### config.mk
export PLATFORM = sky130hd
export DESIGN_NAME = ctxrf_top
export DESIGN_NICKNAME = d
export VERILOG_FILES = /design/src/rtl/ctxrf_pkg.sv /design/src/rtl/ctxrf_bank.sv /design/src/rtl/ctxrf_global.sv /design/src/rtl/ctxrf_sel.sv /design/src/rtl/ctxrf_top.sv
export SDC_FILE = /design/constraint.sdc
export NUM_CORES = 2
export LEC_CHECK = 0
export BUFFER_PORTS_ARGS = -buffer_cell sky130_fd_sc_hd__buf_4
export CAP_MARGIN = 20
export CORE_MARGIN = 2
export CORE_UTILIZATION = 58
export DETAILED_ROUTE_END_ITERATION = 10
export GPL_TIMING_DRIVEN = 0
export PLACE_DENSITY_LB_ADDON = 0.2
export SYNTH_ARGS = -nofsm -noshare
export SYNTH_HDL_FRONTEND = slang
export SYNTH_SLANG_ARGS = --single-unit
### constraint.sdc
create_clock -name clk -period 2.4 [get_ports clk]
set_clock_uncertainty 0.1 [all_clocks]
set_input_delay 0.12 -clock clk [delete_from_list [all_inputs] [get_ports clk]]
set_output_delay 0.12 -clock clk [all_outputs]
set_load 0.005 [all_outputs]
### src/rtl/ctxrf_pkg.sv
package ctxrf_pkg;

    localparam int CTX_W      = 2;
    localparam int NUM_CTX    = 1 << CTX_W;
    localparam int ADDR_W     = 6;
    localparam int DATA_W     = 8;

    localparam logic [ADDR_W-1:0] A_MAIN    = 6'h00;
    localparam logic [ADDR_W-1:0] A_SEL     = 6'h01;
    localparam logic [ADDR_W-1:0] A_CLKSEL  = 6'h02;
    localparam logic [ADDR_W-1:0] A_TRIG    = 6'h03;
    localparam logic [ADDR_W-1:0] A_BANK_LO = 6'h04;
    localparam logic [ADDR_W-1:0] A_BANK_HI = 6'h21;
    localparam int BANK_BYTES = int'(A_BANK_HI) - int'(A_BANK_LO) + 1;

    localparam int BIT_CONT  = 6;
    localparam int BIT_SEQEN = 5;
    localparam int BIT_DISP  = 7;

    typedef enum logic [1:0] {
        ST_IDLE = 2'd0,
        ST_SCAN = 2'd1,
        ST_HALT = 2'd2
    } seq_state_e;

    // Implemented bits of one banked byte; zero outside the banked window.
    function automatic logic [DATA_W-1:0] bank_mask(input logic [ADDR_W-1:0] a);
        logic [DATA_W-1:0] m;
        if (a < A_BANK_LO || a > A_BANK_HI) begin
            m = '0;
        end else begin
            unique case (a)
                6'h08:   m = 8'h13;  // reference select
                6'h09:   m = 8'h3F;  // positive channel
                6'h0B:   m = 8'h1F;  // precharge high
                6'h0D:   m = 8'h1F;  // acquisition high
                6'h0E:   m = 8'h1F;  // capacitance
                6'h19:   m = 8'h03;  // accumulator top
                default: m = 8'hFF;
            endcase
        end
        return m;
    endfunction

endpackage

### src/rtl/ctxrf_bank.sv
module ctxrf_bank
    import ctxrf_pkg::*;
#(
    parameter int ADDR_BITS = ADDR_W,
    parameter int DATA_BITS = DATA_W,
    parameter int NBYTES    = BANK_BYTES,
    parameter logic [ADDR_BITS-1:0] BASE = A_BANK_LO
) (
    input  logic                 clk,
    input  logic                 rst_n,
    input  logic                 wr_en,
    input  logic [ADDR_BITS-1:0] addr,
    input  logic [DATA_BITS-1:0] wdata,
    input  logic                 cont_wr,
    input  logic                 cont_wdata,
    output logic [DATA_BITS-1:0] rdata,
    output logic                 cont_q
);

    localparam int IDX_W = $clog2(NBYTES);
    localparam logic [ADDR_BITS-1:0] NB_L = ADDR_BITS'(NBYTES);

    logic [DATA_BITS-1:0] mem [NBYTES];
    logic [ADDR_BITS-1:0] off;
    logic                 hit;
    logic [IDX_W-1:0]     idx;

    always_comb begin
        off = addr - BASE;
        hit = (off < NB_L);
        idx = off[IDX_W-1:0];
    end

    always_ff @(posedge clk or negedge rst_n) begin
        if (!rst_n) begin
            for (int i = 0; i < NBYTES; i++) mem[i] <= '0;
        end else if (wr_en && hit) begin
            mem[idx] <= wdata & bank_mask(addr);
        end
    end

    always_ff @(posedge clk or negedge rst_n) begin
        if (!rst_n)       cont_q <= 1'b0;
        else if (cont_wr) cont_q <= cont_wdata;
    end

    always_comb rdata = hit ? mem[idx] : '0;

    AST_BANK_MASK: assert property (@(posedge clk) disable iff (!rst_n)
        hit |-> ((rdata & ~bank_mask(addr)) == '0));

endmodule

### src/rtl/ctxrf_global.sv
module ctxrf_global
    import ctxrf_pkg::*;
#(
    parameter int DATA_BITS = DATA_W
) (
    input  logic                 clk,
    input  logic                 rst_n,
    input  logic                 main_wr,
    input  logic                 clksel_wr,
    input  logic                 trig_wr,
    input  logic [DATA_BITS-1:0] wdata,
    output logic [DATA_BITS-1:0] main_q,
    output logic [DATA_BITS-1:0] clksel_q,
    output logic [DATA_BITS-1:0] trig_q
);

    localparam logic [DATA_BITS-1:0] MAIN_GLOBAL_MASK = ~(DATA_BITS'(1) << BIT_CONT);

    always_ff @(posedge clk or negedge rst_n) begin
        if (!rst_n) begin
            main_q   <= '0;
            clksel_q <= '0;
            trig_q   <= '0;
        end else begin
            if (main_wr)   main_q   <= wdata & MAIN_GLOBAL_MASK;
            if (clksel_wr) clksel_q <= wdata;
            if (trig_wr)   trig_q   <= wdata;
        end
    end

    AST_CLKSEL_HOLD: assert property (@(posedge clk) disable iff (!rst_n)
        !clksel_wr |=> (clksel_q == $past(clksel_q)));

    AST_TRIG_HOLD: assert property (@(posedge clk) disable iff (!rst_n)
        !trig_wr |=> (trig_q == $past(trig_q)));

endmodule

### src/rtl/ctxrf_sel.sv
module ctxrf_sel
    import ctxrf_pkg::*;
#(
    parameter int CW        = CTX_W,
    parameter int DATA_BITS = DATA_W
) (
    input  logic                 clk,
    input  logic                 rst_n,
    input  logic                 sel_wr,
    input  logic                 wr_disp,
    input  logic [CW-1:0]        wr_field,
    input  logic                 seq_en,
    input  logic [CW-1:0]        seq_ctx,
    input  logic                 seq_stop,
    output logic [DATA_BITS-1:0] sel_rdata,
    output logic [CW-1:0]        bank_idx
);

    seq_state_e    state_q, state_d;
    logic          disp_q;
    logic [CW-1:0] soft_q;
    logic [CW-1:0] held_q;
    logic [CW-1:0] shown;
    logic          latch_now;

    // Next state.
    always_comb begin
        state_d   = state_q;
        latch_now = 1'b0;
        unique case (state_q)
            ST_IDLE: begin
                if (seq_en && seq_stop) begin
                    state_d   = ST_HALT;
                    latch_now = 1'b1;
                end else if (seq_en) begin
                    state_d = ST_SCAN;
                end
            end
            ST_SCAN: begin
                if (!seq_en) begin
                    state_d = ST_IDLE;
                end else if (seq_stop) begin
                    state_d   = ST_HALT;
                    latch_now = 1'b1;
                end
            end
            ST_HALT: begin
                if (!seq_en) state_d = ST_IDLE;
            end
            default: state_d = ST_IDLE;
        endcase
    end

    // State register and the latched context.
    always_ff @(posedge clk or negedge rst_n) begin
        if (!rst_n) begin
            state_q <= ST_IDLE;
            held_q  <= '0;
        end else begin
            state_q <= state_d;
            if (latch_now) held_q <= seq_ctx;
        end
    end

    // Select register, written by software.
    always_ff @(posedge clk or negedge rst_n) begin
        if (!rst_n) begin
            disp_q <= 1'b0;
            soft_q <= '0;
        end else if (sel_wr) begin
            disp_q <= wr_disp;
            if (!disp_q) soft_q <= wr_field;
        end
    end

    // Outputs.
    always_comb begin
        if (!seq_en)                shown = '0;
        else if (state_q == ST_HALT) shown = held_q;
        else                         shown = seq_ctx;
        bank_idx = disp_q ? shown : soft_q;
        sel_rdata           = '0;
        sel_rdata[BIT_DISP] = disp_q;
        sel_rdata[CW-1:0]   = disp_q ? shown : soft_q;
    end

    AST_FIELD_LOCKED: assert property (@(posedge clk) disable iff (!rst_n)
        (sel_wr && disp_q) |=> (soft_q == $past(soft_q)));

    AST_DISP_ZERO: assert property (@(posedge clk) disable iff (!rst_n)
        (disp_q && !seq_en) |-> (sel_rdata[CW-1:0] == '0));

    AST_HALT_HOLDS: assert property (@(posedge clk) disable iff (!rst_n)
        (state_q == ST_HALT && seq_en) |=> (held_q == $past(held_q) && state_q == ST_HALT));

endmodule

### src/rtl/ctxrf_top.sv
module ctxrf_top
    import ctxrf_pkg::*;
(
    input  logic              clk,
    input  logic              rst_n,
    input  logic [ADDR_W-1:0] bus_addr,
    input  logic              bus_we,
    input  logic [DATA_W-1:0] bus_wdata,
    output logic [DATA_W-1:0] bus_rdata,
    input  logic [CTX_W-1:0]  seq_ctx,
    input  logic              seq_stop
);

    logic [DATA_W-1:0] main_q, clksel_q, trig_q, sel_rdata;
    logic [CTX_W-1:0]  bank_idx;
    logic [DATA_W-1:0] bank_rd [NUM_CTX];
    logic              cont_rd [NUM_CTX];
    logic              main_wr, sel_wr, clksel_wr, trig_wr;

    always_comb begin
        main_wr   = bus_we && (bus_addr == A_MAIN);
        sel_wr    = bus_we && (bus_addr == A_SEL);
        clksel_wr = bus_we && (bus_addr == A_CLKSEL);
        trig_wr   = bus_we && (bus_addr == A_TRIG);
    end

    ctxrf_global #(.DATA_BITS(DATA_W)) u_global (
        .clk       (clk),
        .rst_n     (rst_n),
        .main_wr   (main_wr),
        .clksel_wr (clksel_wr),
        .trig_wr   (trig_wr),
        .wdata     (bus_wdata),
        .main_q    (main_q),
        .clksel_q  (clksel_q),
        .trig_q    (trig_q)
    );

    ctxrf_sel #(.CW(CTX_W), .DATA_BITS(DATA_W)) u_sel (
        .clk       (clk),
        .rst_n     (rst_n),
        .sel_wr    (sel_wr),
        .wr_disp   (bus_wdata[BIT_DISP]),
        .wr_field  (bus_wdata[CTX_W-1:0]),
        .seq_en    (main_q[BIT_SEQEN]),
        .seq_ctx   (seq_ctx),
        .seq_stop  (seq_stop),
        .sel_rdata (sel_rdata),
        .bank_idx  (bank_idx)
    );

    for (genvar g = 0; g < NUM_CTX; g++) begin : g_bank
        logic sel_this;
        always_comb sel_this = (bank_idx == CTX_W'(g));
        ctxrf_bank #(
            .ADDR_BITS (ADDR_W),
            .DATA_BITS (DATA_W),
            .NBYTES    (BANK_BYTES),
            .BASE      (A_BANK_LO)
        ) u_bank (
            .clk        (clk),
            .rst_n      (rst_n),
            .wr_en      (bus_we && sel_this),
            .addr       (bus_addr),
            .wdata      (bus_wdata),
            .cont_wr    (main_wr && sel_this),
            .cont_wdata (bus_wdata[BIT_CONT]),
            .rdata      (bank_rd[g]),
            .cont_q     (cont_rd[g])
        );
    end

    always_comb begin
        bus_rdata = '0;
        if (bus_addr == A_MAIN) begin
            bus_rdata           = main_q;
            bus_rdata[BIT_CONT] = cont_rd[bank_idx];
        end else if (bus_addr == A_SEL) begin
            bus_rdata = sel_rdata;
        end else if (bus_addr == A_CLKSEL) begin
            bus_rdata = clksel_q;
        end else if (bus_addr == A_TRIG) begin
            bus_rdata = trig_q;
        end else begin
            bus_rdata = bank_rd[bank_idx];
        end
    end

    AST_UNMAPPED_ZERO: assert property (@(posedge clk) disable iff (!rst_n)
        (bus_addr > A_BANK_HI) |-> (bus_rdata == '0));

endmodule

==> impl_metrics.prom <==
# TYPE chip_impl_metric gauge
chip_impl_info{name="timing.critical_path.from_type",value="input pin"} 1
chip_impl_info{name="crit_slowest_cell",value="sky130_fd_sc_hd__nor4_2"} 1
chip_impl_metric{name="clkTransAtPathRegs",unit="ns"} 0.06
chip_impl_info{name="hp-class",value="input pin to flop"} 1
chip_impl_metric{name="cts_sinks",unit=""} 994
chip_impl_metric{name="worstPathMaxFanout",unit=""} 10
chip_impl_metric{name="drt_drc_violations_left",unit=""} 0
chip_impl_metric{name="wirelength",unit="µm"} 187000
chip_impl_metric{name="p_comb_frac",unit=""} 0.150
chip_impl_metric{name="drt-vias-per-instance",unit=""} 7.13
chip_impl_metric{name="clock_path_buffers",unit=""} 3
chip_impl_metric{name="final_max_slew_viol_count",unit=""} 0
chip_impl_metric{name="track_usage",unit=""} 0.445
chip_impl_metric{name="initial_utilization",unit=""} 0.583
chip_impl_metric{name="finalSetupViolations",unit=""} 943
chip_impl_metric{name="slowest_delay",unit="ns"} 0.59
chip_impl_info{name="synth_ff_type",value="sky130_fd_sc_hd__dfrtp_1"} 1
chip_impl_metric{name="postSynthRegisterBits",unit=""} 994
chip_impl_info{name="critical_path.endpoint_type",value="primary output"} 1
chip_impl_metric{name="detail_route.iter0.violations",unit=""} 4286
chip_impl_metric{name="chipHeight",unit="µm"} 288
chip_impl_metric{name="area_growth",unit="%"} 23.3
chip_impl_metric{name="route.vias.total",unit=""} 34500
chip_impl_metric{name="tns",unit="ns"} -495.94
chip_impl_metric{name="worstPathArrival",unit="ns"} 3.42
chip_impl_metric{name="cap_violations",unit=""} 0
chip_impl_metric{name="seq_area_frac_synth",unit=""} 0.533
chip_impl_metric{name="max_slew_margin",unit=""} 0.199
chip_impl_metric{name="required",unit="ns"} 2.18
chip_impl_info{name="critical_path.cell_chain",value="buf_4 -> buf_4 -> clkbuf_4 -> clkbuf_8 -> mux4_2 -> nor3_1 -> nor4_2 -> nand4_1 -> and4_4 -> o22ai_2 -> buf_4"} 1
chip_impl_metric{name="multi_input_area",unit="µm²"} 22400
chip_impl_metric{name="drtAntennaViolNets",unit=""} 0
chip_impl_metric{name="h_tree_levels",unit=""} 3
chip_impl_metric{name="p_int",unit="mW"} 29.4
chip_impl_metric{name="synth_cell_type_count",unit=""} 64
chip_impl_metric{name="grt_start_max_net_pins",unit=""} 138
chip_impl_metric{name="wire_length_of_the_first_global_routing_pass",unit="µm"} 256000
chip_impl_metric{name="place.detailed.hpwl",unit="µm"} 123000
chip_impl_metric{name="final_net_count",unit=""} 3724
chip_impl_metric{name="ir_worst_vdd",unit="mV"} 0.686
chip_impl_metric{name="worstMarginPinSlew",unit="ns"} 1.20
chip_impl_metric{name="synth_top_cell_area_share",unit=""} 0.533
chip_impl_metric{name="number_of_search_and_repair_iterations_in_the_first_detailed_routing_pass",unit=""} 9
chip_impl_info{name="run_status",value="finished, violations left"} 1
chip_impl_metric{name="chipWidth",unit="µm"} 288
chip_impl_metric{name="final_critical_path_setup_slack",unit="ns"} -1.24
chip_impl_metric{name="ys_warn_count",unit=""} 0
chip_impl_metric{name="pin_count",unit=""} 28
chip_impl_metric{name="routed_wire_length_per_instance",unit="µm"} 38.6
chip_impl_metric{name="core_area",unit="µm²"} 80000
chip_impl_metric{name="worst_skew_pair.late_latency",unit="ns"} 0.68
chip_impl_info{name="cp-startpoint",value="bus_addr[1]"} 1
chip_impl_metric{name="ratio_of_total_power_to_cell_area",unit="nW/µm²"} 708
chip_impl_metric{name="detailed_place.area",unit="µm²"} 48700
chip_impl_metric{name="dieArea",unit="µm²"} 82700
chip_impl_metric{name="finalInstanceArea",unit="µm²"} 57500
chip_impl_metric{name="hold_ws",unit="ns"} 0.0824
chip_impl_metric{name="fmax",unit="MHz"} 275
chip_impl_info{name="most_area_hungry_cell_type_in_the_yosys_netlist",value="sky130_fd_sc_hd__dfrtp_1"} 1
chip_impl_metric{name="timing.final.hold_violations",unit=""} 0
chip_impl_info{name="netlist_top_cells_area",value="sky130_fd_sc_hd__dfrtp_1 53%, sky130_fd_sc_hd__mux2_2 18%, sky130_fd_sc_hd__mux4_2 11%"} 1
chip_impl_metric{name="number_of_buffers_added_by_the_clock_tree_synthesis_step",unit=""} 102
chip_impl_info{name="tritoncts_clock_tree",value="yes"} 1
chip_impl_metric{name="share_clk_of_total_power",unit=""} 0.411
chip_impl_metric{name="gpl.final_weighted_congestion",unit=""} 1.06
chip_impl_info{name="kind_of_critical_path",value="input pin to primary output"} 1
chip_impl_metric{name="final_core_utilization",unit=""} 0.719
chip_impl_info{name="crit_family",value="buffers and inverters"} 1
chip_impl_info{name="hp-start",value="seq_stop"} 1
chip_impl_metric{name="worstPathBufferInverterCount",unit=""} 5
chip_impl_metric{name="switchingPower",unit="mW"} 11.3
chip_impl_metric{name="syn_area_per_cell",unit="µm²"} 13.9
chip_impl_metric{name="p_leak",unit="nW"} 26.1
chip_impl_metric{name="power.share.sequential",unit=""} 0.439
chip_impl_metric{name="port_buffers",unit=""} 26
chip_impl_metric{name="fp-row-count",unit=""} 104
chip_impl_metric{name="synthesis.instances",unit=""} 3368
chip_impl_info{name="crit-reg2reg-launch",value="u_sel.state_q[0]"} 1
chip_impl_metric{name="synth-edff-count",unit=""} 0
chip_impl_metric{name="postSynth.asyncResetShare",unit=""} 1.00
chip_impl_metric{name="syn-num-nets",unit=""} 3392
chip_impl_info{name="crit_path_most_repeated_cell",value="sky130_fd_sc_hd__buf_4"} 1
chip_impl_metric{name="grt.overflow.total",unit=""} 0
chip_impl_info{name="failed_checks",value="setup timing"} 1
chip_impl_metric{name="p_sw_frac",unit=""} 0.278
chip_impl_metric{name="design_power_total",unit="mW"} 40.7
chip_impl_metric{name="timing.final.crit_share",unit=""} 1.52
chip_impl_info{name="cts_root_buf",value="sky130_fd_sc_hd__clkbuf_16"} 1
chip_impl_metric{name="final_layout_size_suffix_gt1_frac",unit=""} 0.459
chip_impl_metric{name="period_minus_slack",unit="ns"} 3.64
chip_impl_metric{name="fillerInstances",unit=""} 5164
chip_impl_metric{name="register_area",unit="µm²"} 24900
chip_impl_metric{name="grt_antenna_before_repair",unit=""} 10
chip_impl_metric{name="vias_in_the_first_global_route",unit=""} 34400
chip_impl_metric{name="synth_area",unit="µm²"} 46700
chip_impl_info{name="rsz0062_at_grt",value="true"} 1
-- what timing repair did --
action / 4_1_cts / 5_1_grt
gates cloned: 3 / 9
setup buffers: 88 / 82
setup endpoints to repair: 988 / 1469
resized for setup: 386 / 419
hold buffers: 18 / 1
pin swaps: 59 / 91
hold endpoints to repair: 274 / 240
-- sequential cells by signal, summed over array words and instances (netlist names) --
register / flops
g_bank.u_bank.cont_q: 4
g_bank.u_bank.mem: 960
u_global.clksel_q: 8
u_global.main_q: 7
u_global.trig_q: 8
u_sel.disp_q: 1
u_sel.held_q: 2
u_sel.soft_q: 2
u_sel.state_q: 2
-- Yosys cell counts, types with 3 or more instances --
cell	n
sky130_fd_sc_hd__nor2b_1	5
sky130_fd_sc_hd__o21ai_0	159
sky130_fd_sc_hd__or2_2	5
sky130_fd_sc_hd__mux2_2	752
sky130_fd_sc_hd__buf_12	7
sky130_fd_sc_hd__buf_8	6
sky130_fd_sc_hd__a2111oi_0	24
sky130_fd_sc_hd__o22ai_1	23
sky130_fd_sc_hd__nand3_1	12
sky130_fd_sc_hd__and2_1	9
sky130_fd_sc_hd__clkbuf_1	170
sky130_fd_sc_hd__nand2_1	240
sky130_fd_sc_hd__mux4_2	224
sky130_fd_sc_hd__buf_6	6
sky130_fd_sc_hd__a211oi_1	4
sky130_fd_sc_hd__o21ai_1	57
sky130_fd_sc_hd__or2_0	20
sky130_fd_sc_hd__buf_1	10
sky130_fd_sc_hd__a31oi_1	3
sky130_fd_sc_hd__nor2_1	28
sky130_fd_sc_hd__nor2_2	34
sky130_fd_sc_hd__or4_1	6
sky130_fd_sc_hd__and4_1	6
sky130_fd_sc_hd__nand4b_1	18
sky130_fd_sc_hd__nand4_1	37
sky130_fd_sc_hd__nor4_1	30
sky130_fd_sc_hd__o21a_1	3
sky130_fd_sc_hd__nand2b_1	4
sky130_fd_sc_hd__ha_1	4
sky130_fd_sc_hd__o211ai_1	4
sky130_fd_sc_hd__dfrtp_1	994
sky130_fd_sc_hd__nor3_4	36
sky130_fd_sc_hd__a22oi_1	5
sky130_fd_sc_hd__buf_4	24
sky130_fd_sc_hd__nor2_4	22
sky130_fd_sc_hd__or3_1	9
sky130_fd_sc_hd__o2111ai_1	4
sky130_fd_sc_hd__mux2i_1	34
sky130_fd_sc_hd__nand2_2	6
sky130_fd_sc_hd__buf_2	63
sky130_fd_sc_hd__a21oi_1	4
sky130_fd_sc_hd__nor3_1	191
sky130_fd_sc_hd__inv_1	5
sky130_fd_sc_hd__mux2_1	33
-- logic make-up after synthesis --
logic type,Yosys count,synth area share
multiplexers,1045,0.306
flip-flops,994,0.533
AND/OR/NAND/NOR,730,0.0900
AO/OA/AOI/OAI,302,0.0374
buffers and inverters,291,0.0319
adder cells (fa/ha/maj),4,0.00107
XOR/XNOR,2,0.000697
-- worst register-to-register path: stages (launching register included) --
cell and delay (ns):
sky130_fd_sc_hd__dfrtp_1 0.37, sky130_fd_sc_hd__and2b_2 0.28, sky130_fd_sc_hd__mux2i_4 0.31, sky130_fd_sc_hd__o22a_1 0.23
sky130_fd_sc_hd__buf_6 0.18, sky130_fd_sc_hd__buf_6 0.13, sky130_fd_sc_hd__buf_12 0.10, sky130_fd_sc_hd__buf_6 0.09
sky130_fd_sc_hd__buf_6 0.08, sky130_fd_sc_hd__buf_6 0.08, sky130_fd_sc_hd__nand3_4 0.14, sky130_fd_sc_hd__buf_8 0.19
sky130_fd_sc_hd__buf_8 0.13, sky130_fd_sc_hd__nor3_4 0.18, sky130_fd_sc_hd__buf_6 0.20, sky130_fd_sc_hd__mux2_4 0.32
-- per-layer routing --
metal  vias up  GRT usage  wire [µm]
met4        16      0.302      16400
met5         -    0.00698        262
li1      13100          -          -
met1     18000      0.577      68100
met3       859      0.166      25100
met2      2542      0.624      77200
-- placed cells by master, fill, tap and decap left out, drive strengths merged, types with 23 or more instances in the layout --
cell       n
mux2i     34
nor2      84
nor4      30
o21ai    216
nand4     37
nand2    246
buf      332
o22ai     23
mux4     226
or2       27
clkbuf   318
mux2     785
a2111oi   24
dfrtp    994
clkinv    23
nor3     227
-- area by class of cell --
cell class / instances / area share
Antenna cell: 6 / 0.000261
Buffer: 277 / 0.0355
Clock buffer: 149 / 0.0527
Clock inverter: 35 / 0.00824
Inverter: 5 / 0.000326
Multi-Input combinational cell: 2083 / 0.389
Sequential cell: 994 / 0.432
Tap cell: 1060 / 0.0231
Timing Repair Buffer: 237 / 0.0589
-- stage by stage --
| step | worst slack, ns | std cells |
|---|---|---|
| after floorplan | 0.00700 | 3368 |
| after global placement | -9.62 | 4454 |
| after detailed placement | -2.04 | 4470 |
| after CTS | -1.07 | 4760 |
| after global routing | -1.14 | 4841 |
| final | -1.24 | 4846 |
-- power by group through the flow --
stage          Combinational (mW)  Clock, mW  Sequential [mW]
5_1_grt                      6.20       17.4             17.9
2_1_floorplan                2.48          0             18.0
3_3_place_gp                 4.51          0             18.1
4_1_cts                      5.35       16.6             17.8
6_report                     6.13       16.7             17.9
3_5_place_dp                 4.70          0             18.1
-- worst paths after layout --
kind,end,slack [ns],cells after the start
min in group asynchronous,g_bank[2].u_bank.mem[204],0.33,7
worst max-delay path,bus_rdata[4],-1.24,11
worst min register to register,g_bank[3].u_bank.mem[91],0.38,2
max in group asynchronous,g_bank[0].u_bank.mem[154],0.25,9
worst max register to register,g_bank[1].u_bank.mem[180],-0.82,15
worst min-delay path,u_sel.state_q[0],0.08,3
(Power assumes the default switching activity.)
